<file path="config.mk">
export PLATFORM = sky130hd
export DESIGN_NAME = modtmr_top
export DESIGN_NICKNAME = d
export VERILOG_FILES = /design/src/rtl/mt_pkg.sv /design/src/rtl/mt_prescaler.sv /design/src/rtl/mt_counter.sv /design/src/rtl/modtmr_top.sv
export SDC_FILE = /design/constraint.sdc
export NUM_CORES = 1
export LEC_CHECK = 0
export BUFFER_PORTS_ARGS = -buffer_cell sky130_fd_sc_hd__buf_2
export CAP_MARGIN = 20
export CELL_PAD_IN_SITES_DETAIL_PLACEMENT = 1
export CELL_PAD_IN_SITES_GLOBAL_PLACEMENT = 2
export CORE_MARGIN = 8
export CORE_UTILIZATION = 25
export DETAILED_ROUTE_END_ITERATION = 10
export PLACE_DENSITY = 0.71
export SYNTH_ARGS = -nofsm -noshare
export SYNTH_HDL_FRONTEND = slang
export SYNTH_SLANG_ARGS = --single-unit
</file>
<file path="constraint.sdc">
create_clock -name clk -period 4 [get_ports clk]
set_clock_uncertainty 0.1 [all_clocks]
set_input_delay 1.2 -clock clk [delete_from_list [all_inputs] [get_ports clk]]
set_output_delay 1.2 -clock clk [all_outputs]
set_load 0.02 [all_outputs]
</file>
<file path="src/rtl/mt_pkg.sv">
package mt_pkg;
  typedef enum logic {
    DIR_UP   = 1'b0,
    DIR_DOWN = 1'b1
  } mt_dir_e;
endpackage

</file>
<file path="src/rtl/mt_prescaler.sv">
module mt_prescaler #(
  parameter int DIV_SEL_W = 3
) (
  input  logic                 clk,
  input  logic                 rst_n,
  input  logic                 enable,
  input  logic [DIV_SEL_W-1:0] div_sel,
  input  logic                 clear,
  output logic                 adv
);
  localparam int PS_W = (1 << DIV_SEL_W) - 1;

  logic [PS_W-1:0] ps_q;
  logic [PS_W:0]   one_hot;
  logic [PS_W:0]   mask_w;
  logic [PS_W-1:0] mask;

  always_comb begin
    one_hot = (PS_W+1)'(1) << div_sel;
    mask_w  = one_hot - 1'b1;
    mask    = mask_w[PS_W-1:0];
    adv     = enable && (ps_q == mask);
  end

  always_ff @(posedge clk or negedge rst_n) begin
    if (!rst_n) begin
      ps_q <= '0;
    end else if (clear) begin
      ps_q <= '0;
    end else if (enable) begin
      ps_q <= adv ? '0 : ps_q + 1'b1;
    end
  end

  AST_PS_FREEZE: assert property (@(posedge clk) disable iff (!rst_n)
    (!$past(enable) && !$past(clear)) |-> (ps_q == $past(ps_q)));

  AST_PS_CLEAR: assert property (@(posedge clk) disable iff (!rst_n)
    $past(clear) |-> (ps_q == '0));
endmodule

</file>
<file path="src/rtl/mt_counter.sv">
module mt_counter
  import mt_pkg::*;
#(
  parameter int CNT_W = 16
) (
  input  logic             clk,
  input  logic             rst_n,
  input  logic             adv,
  input  logic             clear,
  input  logic             center,
  input  logic [CNT_W-1:0] modulo,
  output logic [CNT_W-1:0] count,
  output logic             tick,
  output logic             hit,
  output logic             ovf
);
  logic [CNT_W-1:0] count_q, nxt, top_val;
  mt_dir_e          dir_q;
  logic             step_down, hit_c, ovf_c;
  logic             tick_q, hit_q, ovf_q;

  always_comb begin
    top_val = (modulo == '0) ? '1 : modulo;
    if (center) begin
      step_down = (dir_q == DIR_DOWN) ? (count_q != '0) : (count_q >= top_val);
      nxt       = step_down ? count_q - 1'b1 : count_q + 1'b1;
      ovf_c     = step_down && (count_q == CNT_W'(1));
    end else begin
      step_down = 1'b0;
      ovf_c     = (count_q == top_val);
      nxt       = ovf_c ? '0 : count_q + 1'b1;
    end
    hit_c = !step_down && (count_q == top_val - 1'b1);
  end

  always_ff @(posedge clk or negedge rst_n) begin
    if (!rst_n) begin
      count_q <= '0;
      dir_q   <= DIR_UP;
      tick_q  <= 1'b0;
      hit_q   <= 1'b0;
      ovf_q   <= 1'b0;
    end else if (clear) begin
      count_q <= '0;
      dir_q   <= DIR_UP;
      tick_q  <= 1'b0;
      hit_q   <= 1'b0;
      ovf_q   <= 1'b0;
    end else begin
      tick_q <= adv;
      hit_q  <= adv && hit_c;
      ovf_q  <= adv && ovf_c;
      if (adv) begin
        count_q <= nxt;
        dir_q   <= step_down ? DIR_DOWN : DIR_UP;
      end
    end
  end

  assign count = count_q;
  assign tick  = tick_q;
  assign hit   = hit_q;
  assign ovf   = ovf_q;

  AST_HOLD_NO_TICK: assert property (@(posedge clk) disable iff (!rst_n)
    (!tick_q && !$past(clear)) |-> (count_q == $past(count_q)));

  AST_UP_STEP: assert property (@(posedge clk) disable iff (!rst_n)
    (tick_q && !$past(center) && !$past(clear))
      |-> (count_q == CNT_W'($past(count_q) + 1'b1) || count_q == '0));

  AST_CENTER_STEP: assert property (@(posedge clk) disable iff (!rst_n)
    (tick_q && $past(center) && !$past(clear))
      |-> (count_q == CNT_W'($past(count_q) + 1'b1) ||
           count_q == CNT_W'($past(count_q) - 1'b1)));

  AST_OVF_AT_ZERO: assert property (@(posedge clk) disable iff (!rst_n)
    ovf_q |-> (count_q == '0));

  AST_HIT_AT_TOP: assert property (@(posedge clk) disable iff (!rst_n)
    hit_q |-> (count_q == $past(top_val)));
endmodule

</file>
<file path="src/rtl/modtmr_top.sv">
module modtmr_top #(
  parameter int CNT_W     = 16,
  parameter int DIV_SEL_W = 3,
  parameter int CSEL_W    = 2
) (
  input  logic                 clk,
  input  logic                 rst_n,
  input  logic [CSEL_W-1:0]    clk_sel,
  input  logic [DIV_SEL_W-1:0] div_sel,
  input  logic                 center_en,
  input  logic [CNT_W-1:0]     modulo,
  input  logic                 count_wr,
  output logic [CNT_W-1:0]     count,
  output logic                 tick,
  output logic                 top_hit,
  output logic                 overflow
);
  logic run_en;
  logic adv;

  assign run_en = (clk_sel != '0);

  mt_prescaler #(.DIV_SEL_W(DIV_SEL_W)) i_presc (
    .clk     (clk),
    .rst_n   (rst_n),
    .enable  (run_en),
    .div_sel (div_sel),
    .clear   (count_wr),
    .adv     (adv)
  );

  mt_counter #(.CNT_W(CNT_W)) i_cnt (
    .clk    (clk),
    .rst_n  (rst_n),
    .adv    (adv),
    .clear  (count_wr),
    .center (center_en),
    .modulo (modulo),
    .count  (count),
    .tick   (tick),
    .hit    (top_hit),
    .ovf    (overflow)
  );

  AST_STOP_NO_TICK: assert property (@(posedge clk) disable iff (!rst_n)
    ($past(clk_sel) == '0) |-> !tick);

  AST_EVENTS_NEED_TICK: assert property (@(posedge clk) disable iff (!rst_n)
    (top_hit || overflow) |-> tick);
endmodule

</file>
# Word level (Yosys, flattened, before mapping)
# Cells that the tools add are included.
# word_totals
register_bits,27
elab_cells,46
input_bits,25
out_inout_bits,19
# classes
addsub,5
reduce_logical,11
shifts,1
muxes,18
n_lt_le_gt_ge,1
n_eq_ne,4
# op_table
cell,count
16-bit 2-to-1 mux,6
16-bit equality test,2
"16-bit by 1-bit subtractor with 16-bit output, second input constant",2
7-bit 2-to-1 mux,3
"16-bit by 1-bit adder with 16-bit output, second input constant",1
"16-bit by 1-bit equality test with 1-bit output, second input constant",1
16-bit greater-or-equal comparator,1
16-bit logical NOT,1
16-bit nonzero test,1
1-bit 2-to-1 mux,9
"7-bit by 1-bit adder with 7-bit output, second input constant",1
7-bit equality test,1
"1-bit by 3-bit << shifter with 7-bit output, first input constant",1
"7-bit by 1-bit subtractor with 7-bit output, second input constant",1
2-bit nonzero test,3
1-bit logical AND,5
1-bit logical NOT,1

# Depth between registers and ports, before layout
# logic_depth
word_depth,9
depth_mapped,16
ltp_nobuf,12

# Cells and area by module
# Synthesis repeated with hierarchy kept, for this count alone.
# unflattened
hier_cells,388
area_unflattened_um2,3118.0
# by_module_without_submodules
module,seq_area_each_um2,instances,cells_per_inst,area_each_um2
mt_counter,500.5,1,325,2583.7
mt_prescaler,175.2,1,62,528.0
modtmr_top,0.0,1,1,6.3

# Least setup slack after synthesis
# No wires, ideal clock.
# synth_path
kind,input port to flip-flop
start,input port modulo[0]
end,register i_cnt.count_q[8] (netlist: i_cnt.count[8])
setup_slack_ps,-981
path_buffers,3
setup_time_ps,121
arrival_time_ps,4760
required_time_ps,3779
path_stages,15
path_cell_list,nor4_1 > nand2_1 > nor3_1 > clkbuf_1 > nor2_1 > ha_1 > nand4_1 > nor4_1 > o2111ai_1 > a31oi_1 > buf_4 > buf_2 > mux2i_1 > o21ai_0 > a22o_1
# synth_between
elab_chain_cells,8
elab_cells_between_ends,10
classes_between,order compare: 1; eq/ne: 1; mux: 7; reduce/logical: 1
# synth_lines
item,line,source
"start, declared",modtmr_top.sv:11,"input logic [CNT_W-1:0] modulo,"
16-bit logical NOT,mt_counter.sv:23,top_val = (modulo == '0) ? '1 : modulo;
16-bit 2-to-1 mux (*),mt_counter.sv:23,
16-bit greater-or-equal comparator,mt_counter.sv:25,step_down = (dir_q == DIR_DOWN) ? (count_q != '0) : (count_q >= top_val);
1-bit 2-to-1 mux,mt_counter.sv:25,
16-bit 2-to-1 mux,mt_counter.sv:26,nxt = step_down ? count_q - 1'b1 : count_q + 1'b1;
16-bit 2-to-1 mux (*),mt_counter.sv:24,if (center) begin
16-bit 2-to-1 mux (*),mt_counter.sv:53,if (adv) begin
16-bit 2-to-1 mux (*),mt_counter.sv:43,end else if (clear) begin
"end signal, assigned",mt_counter.sv:54,count_q <= nxt;
"end, declared",mt_counter.sv:17,"logic [CNT_W-1:0] count_q, nxt, top_val;"
# Every way passes the cells marked *; elsewhere a longest branch is shown, timed or not. The select of a mux whose other input is x is not followed.
# A chain may end at the register's enable or synchronous reset.

# Worst setup path in the final report
# layout_path
start,input port modulo[9]
end,register i_cnt.count_q[13] (netlist: i_cnt.count[13])
# Same word-level chain as after synthesis.

==> summary.md <==
| Metric | Value |
|---|---|
| Outcome | `complete, but fails checks` |
| Violated checks | `negative setup slack` |
| First-pass GRT wire length | `17100 µm` |
| Fin util | `36.0%` |
| Min Clock Period, post-route | `4.20 ns` |
| Simple-Gate Fraction of Synth Area | `30.4%` |
| RePlAce Congestion | `0.827` |
| Grt met2 use | `24.9%` |
| ANT nets after route | `0` |
| Yosys reg bits | `27` |
| Compound-Gate Fraction of Synth Area | `17.2%` |
| Fillers | `1361` |
| CP bufs+invs | `6` |
| # diodes | `0` |
| All-Layer GR Usage | `14.2%` |
| Die X | `122 µm` |
| I/O pins | `44` |
| Largest net degree at the start of global routing | `28` |
| Worst-Margin Slew | `0.691 ns` |
| P&R area growth vs syn | `42.9%` |
| TritonCTS clock tree | `done` |
| Share of cells above drive strength 1 | `33.4%` |
| Final Hold Fails | `0` |
| Kind of critical path | `in2reg` |
| Startpoint Class | `input port` |
| Mapped Nets | `408` |
| YS warnings | `0` |
| Async set-reset flop share out of synthesis | `100%` |
| RSZ-0062 raised after global routing | `true` |
| Max Freq | `238 MHz` |
| Worst vdd ir | `0.145 mV` |
| Vias in the first global route | `3307` |
| Pre-CTS setup slack | `-0.579 ns` |
| HP Class | `reg2reg` |
| Routed WL per cell | `17.7 µm` |
| MaxCap Viol Count | `0` |
| Setup crit end kind | `flop` |
| Core Area | `0.0112 mm²` |
| Clk root buf | `clkbuf_16` |
| Max_slew headroom | `53.9%` |
| Vias post-DR | `3125` |
| Final Cycle Share | `105%` |
| GRT Max-Usage Layer | `met2` |
| Final wirelength | `10600 µm` |
| Adder-cell share of the synthesized area | `9.30%` |
| Post-synthesis average cell area | `7.80 µm²` |
| Pre-antenna DRT Iters | `4` |
| Cell area after synthesis | `0.00282 mm²` |
| Initial Utilization | `25.2%` |
| Synth unique cells | `55` |
| Total Power | `668 µW` |
| Pwr Density | `165 mW/mm²` |
| Final #Nets | `505` |
| Initial antenna violation count | `0` |
| Setup-failing EPs final | `15` |
| Cells after synthesis | `362` |
| Post-DP HPWL | `8030 µm` |
| CTS Hold Bufs | `0` |
| Register area share after synthesis | `23.9%` |
| Commonest non-fill, non-tap cell in the layout | `buf_4` |
| Top cell by count, worst path | `buf_6` |
| Starting DRT DRC Count | `191` |
| Crit path largest cell delay | `0.37 ns` |
| Dpl cells | `579` |
| Top_reg_cell synth | `dfrtp_1` |
| CTS buffer count | `3` |
| Clk buf depth | `2` |
| Clock latency on the worst-skew pair | `0.27 ns` |
| H-tree levels | `1` |
| Slowest cell on crit path | `nor4_2` |
| Most frequent cells in the layout | `buf_4 (61), buf_2 (41), nor2_1 (39)` |
| Worst Path Max Fanout | `6` |
| Non-Filler Instances | `601` |
| Post-route DRC | `0` |
| Sink Count | `27` |
| Post-synth EDFFs | `0` |
| CP cell instances | `buf_6 > nor4_4 > nand2b_1 > nor3_4 > buf_6 > buf_12 > nor2_4 > ha_4 > nand4_1 > nor4_2 > o2111ai_2 > a31oi_4 > buf_6 > buf_4 > buf_6 > mux2_4 > a21oi_2 > o21bai_1` |
| Global Route met1 Usage | `18.4%` |
| WP data arrival | `4.25 ns` |
| Global-route met3 utilization | `1.24%` |
| IO Port Bufs | `43` |
| Die Ht | `122 µm` |
| Hold_ws | `0.483 ns` |
| XOR/XNOR share of the synthesized area | `8.37%` |
| # rows | `39` |
| GRT overflow | `0` |
| Static Leak | `0.00179 µW` |
| Critical Path RT | `4.05 ns` |
| Clock transition at path regs | `0.08 ns` |
| Post-synthesis mux area share | `6.16%` |
| CP top delay family | `simple AND/OR/NAND/NOR gates` |
| Worst setup margin | `-0.195 ns` |
| Die area | `0.0150 mm²` |
| Slew Viols, Final | `0` |
| Via density | `5.20` |
| Largest family of logic cells by synthesized area | `simple AND/OR/NAND/NOR gates` |
[routing by layer]
metal | share of wire (%) | vias up
met5 | 0 | -
met4 | 0.77 | 0
met3 | 2.5 | 8
met2 | 51 | 46
met1 | 46 | 1559
li1 | - | 1512
[cells by family (layout without fill, tap and decap cells)]
family          Yosys count  in the layout
compound gates           75             75
xor+xnor                 27             27
fa+ha+maj                21             21
buf+inv                  33            129
flops                    27             27
mux                      17             17
simple gates            162            162
[synthesized netlist by cell type (all sizes together), types with 2 or more instances]
| library cell | n | area [µm²] |
|---|---|---|
| nor2 | 41 | 154 |
| dfrtp | 27 | 676 |
| nand2 | 25 | 93.8 |
| a21oi | 24 | 120 |
| ha | 21 | 263 |
| nand3 | 20 | 100 |
| xnor2 | 19 | 166 |
| nor3 | 16 | 80.1 |
| clkbuf | 15 | 57.6 |
| inv | 14 | 52.6 |
| mux2i | 14 | 140 |
| o21ai | 14 | 70.1 |
| or3 | 10 | 63.8 |
| and3 | 9 | 56.3 |
| a31oi | 8 | 50.1 |
| nor2b | 8 | 50.1 |
| xor2 | 8 | 70.1 |
| nor4 | 7 | 58.8 |
| nand4 | 5 | 31.3 |
| buf | 4 | 22.5 |
| nand2b | 4 | 25.0 |
| o2111ai | 4 | 35.0 |
| mux2 | 3 | 33.8 |
| nand4b | 3 | 26.3 |
| nor3b | 3 | 22.5 |
| o211ai | 3 | 22.5 |
| o22ai | 3 | 18.8 |
| a211o | 2 | 17.5 |
| a21boi | 2 | 15.0 |
| nand3b | 2 | 15.0 |
| o21bai | 2 | 15.0 |
| o41ai | 2 | 17.5 |
| or2 | 2 | 12.5 |
| or4 | 2 | 18.8 |
[flip-flops by register name, summed over array words and instances, names as in the netlist]
register and cells:
i_cnt.tick 1, i_cnt.hit 1, i_cnt.dir_q 1, i_cnt.count 16, i_presc.ps_q 7, i_cnt.ovf 1
[tightest hold or removal path: stages, from the launching register on]
cell     delay, ns
dfrtp_1       0.39
xor2_1        0.08
nor2_1        0.07
[report_power, final]
part	internal [µW]	leakage, µW	switching, µW
Sequential	275	0.000375	4.58
Clock	135	0.0000409	104
Combinational	66.8	0.00138	81.1
[metrics by stage]
step                      cell area, µm²  setup TNS (ns)
after global routing                4040           -5.28
after CTS                           3930           -1.61
after floorplan                     2900           -2.93
final                               4040           -1.99
after detailed placement            3580           -7.93
after global placement              3580           -6.04
[cell type report]
cell class | count | area (µm²) | area share [%]
inverters | 14 | 52.6 | 1.30
well taps | 143 | 179 | 4.43
clock inverters | 1 | 5.00 | 0.124
clock buffers | 3 | 75.1 | 1.86
multi-input cells | 302 | 2260 | 55.9
repair buffers | 111 | 793 | 19.7
flip-flops and latches | 27 | 676 | 16.7
[path summary, 6_finish.rpt]
kind                                                to                        start  slack, ns  cells after the start
max                        i_cnt.count[13]$_DFFE_PN0P_                    modulo[9]      -0.20                     18
min                        i_presc.ps_q[6]$_DFFE_PN0P_  i_presc.ps_q[6]$_DFFE_PN0P_       0.48                      2
max reg2reg                i_cnt.count[13]$_DFFE_PN0P_   i_cnt.count[7]$_DFFE_PN0P_       0.95                     10
min reg2reg                i_presc.ps_q[6]$_DFFE_PN0P_  i_presc.ps_q[6]$_DFFE_PN0P_       0.48                      2
max in group asynchronous  i_cnt.count[15]$_DFFE_PN0P_                        rst_n       2.48                      1
min in group asynchronous  i_presc.ps_q[1]$_DFFE_PN0P_                        rst_n       0.87                      1
[repair_timing]
item | CTS | global route
cloned | 2 | 0
buffers inserted | 10 | 5
setup endpoints to repair | 15 | 17
pin swaps | 7 | 3
resized for setup | 32 | 9
No activity file was read; power rests on OpenSTA's default activity.
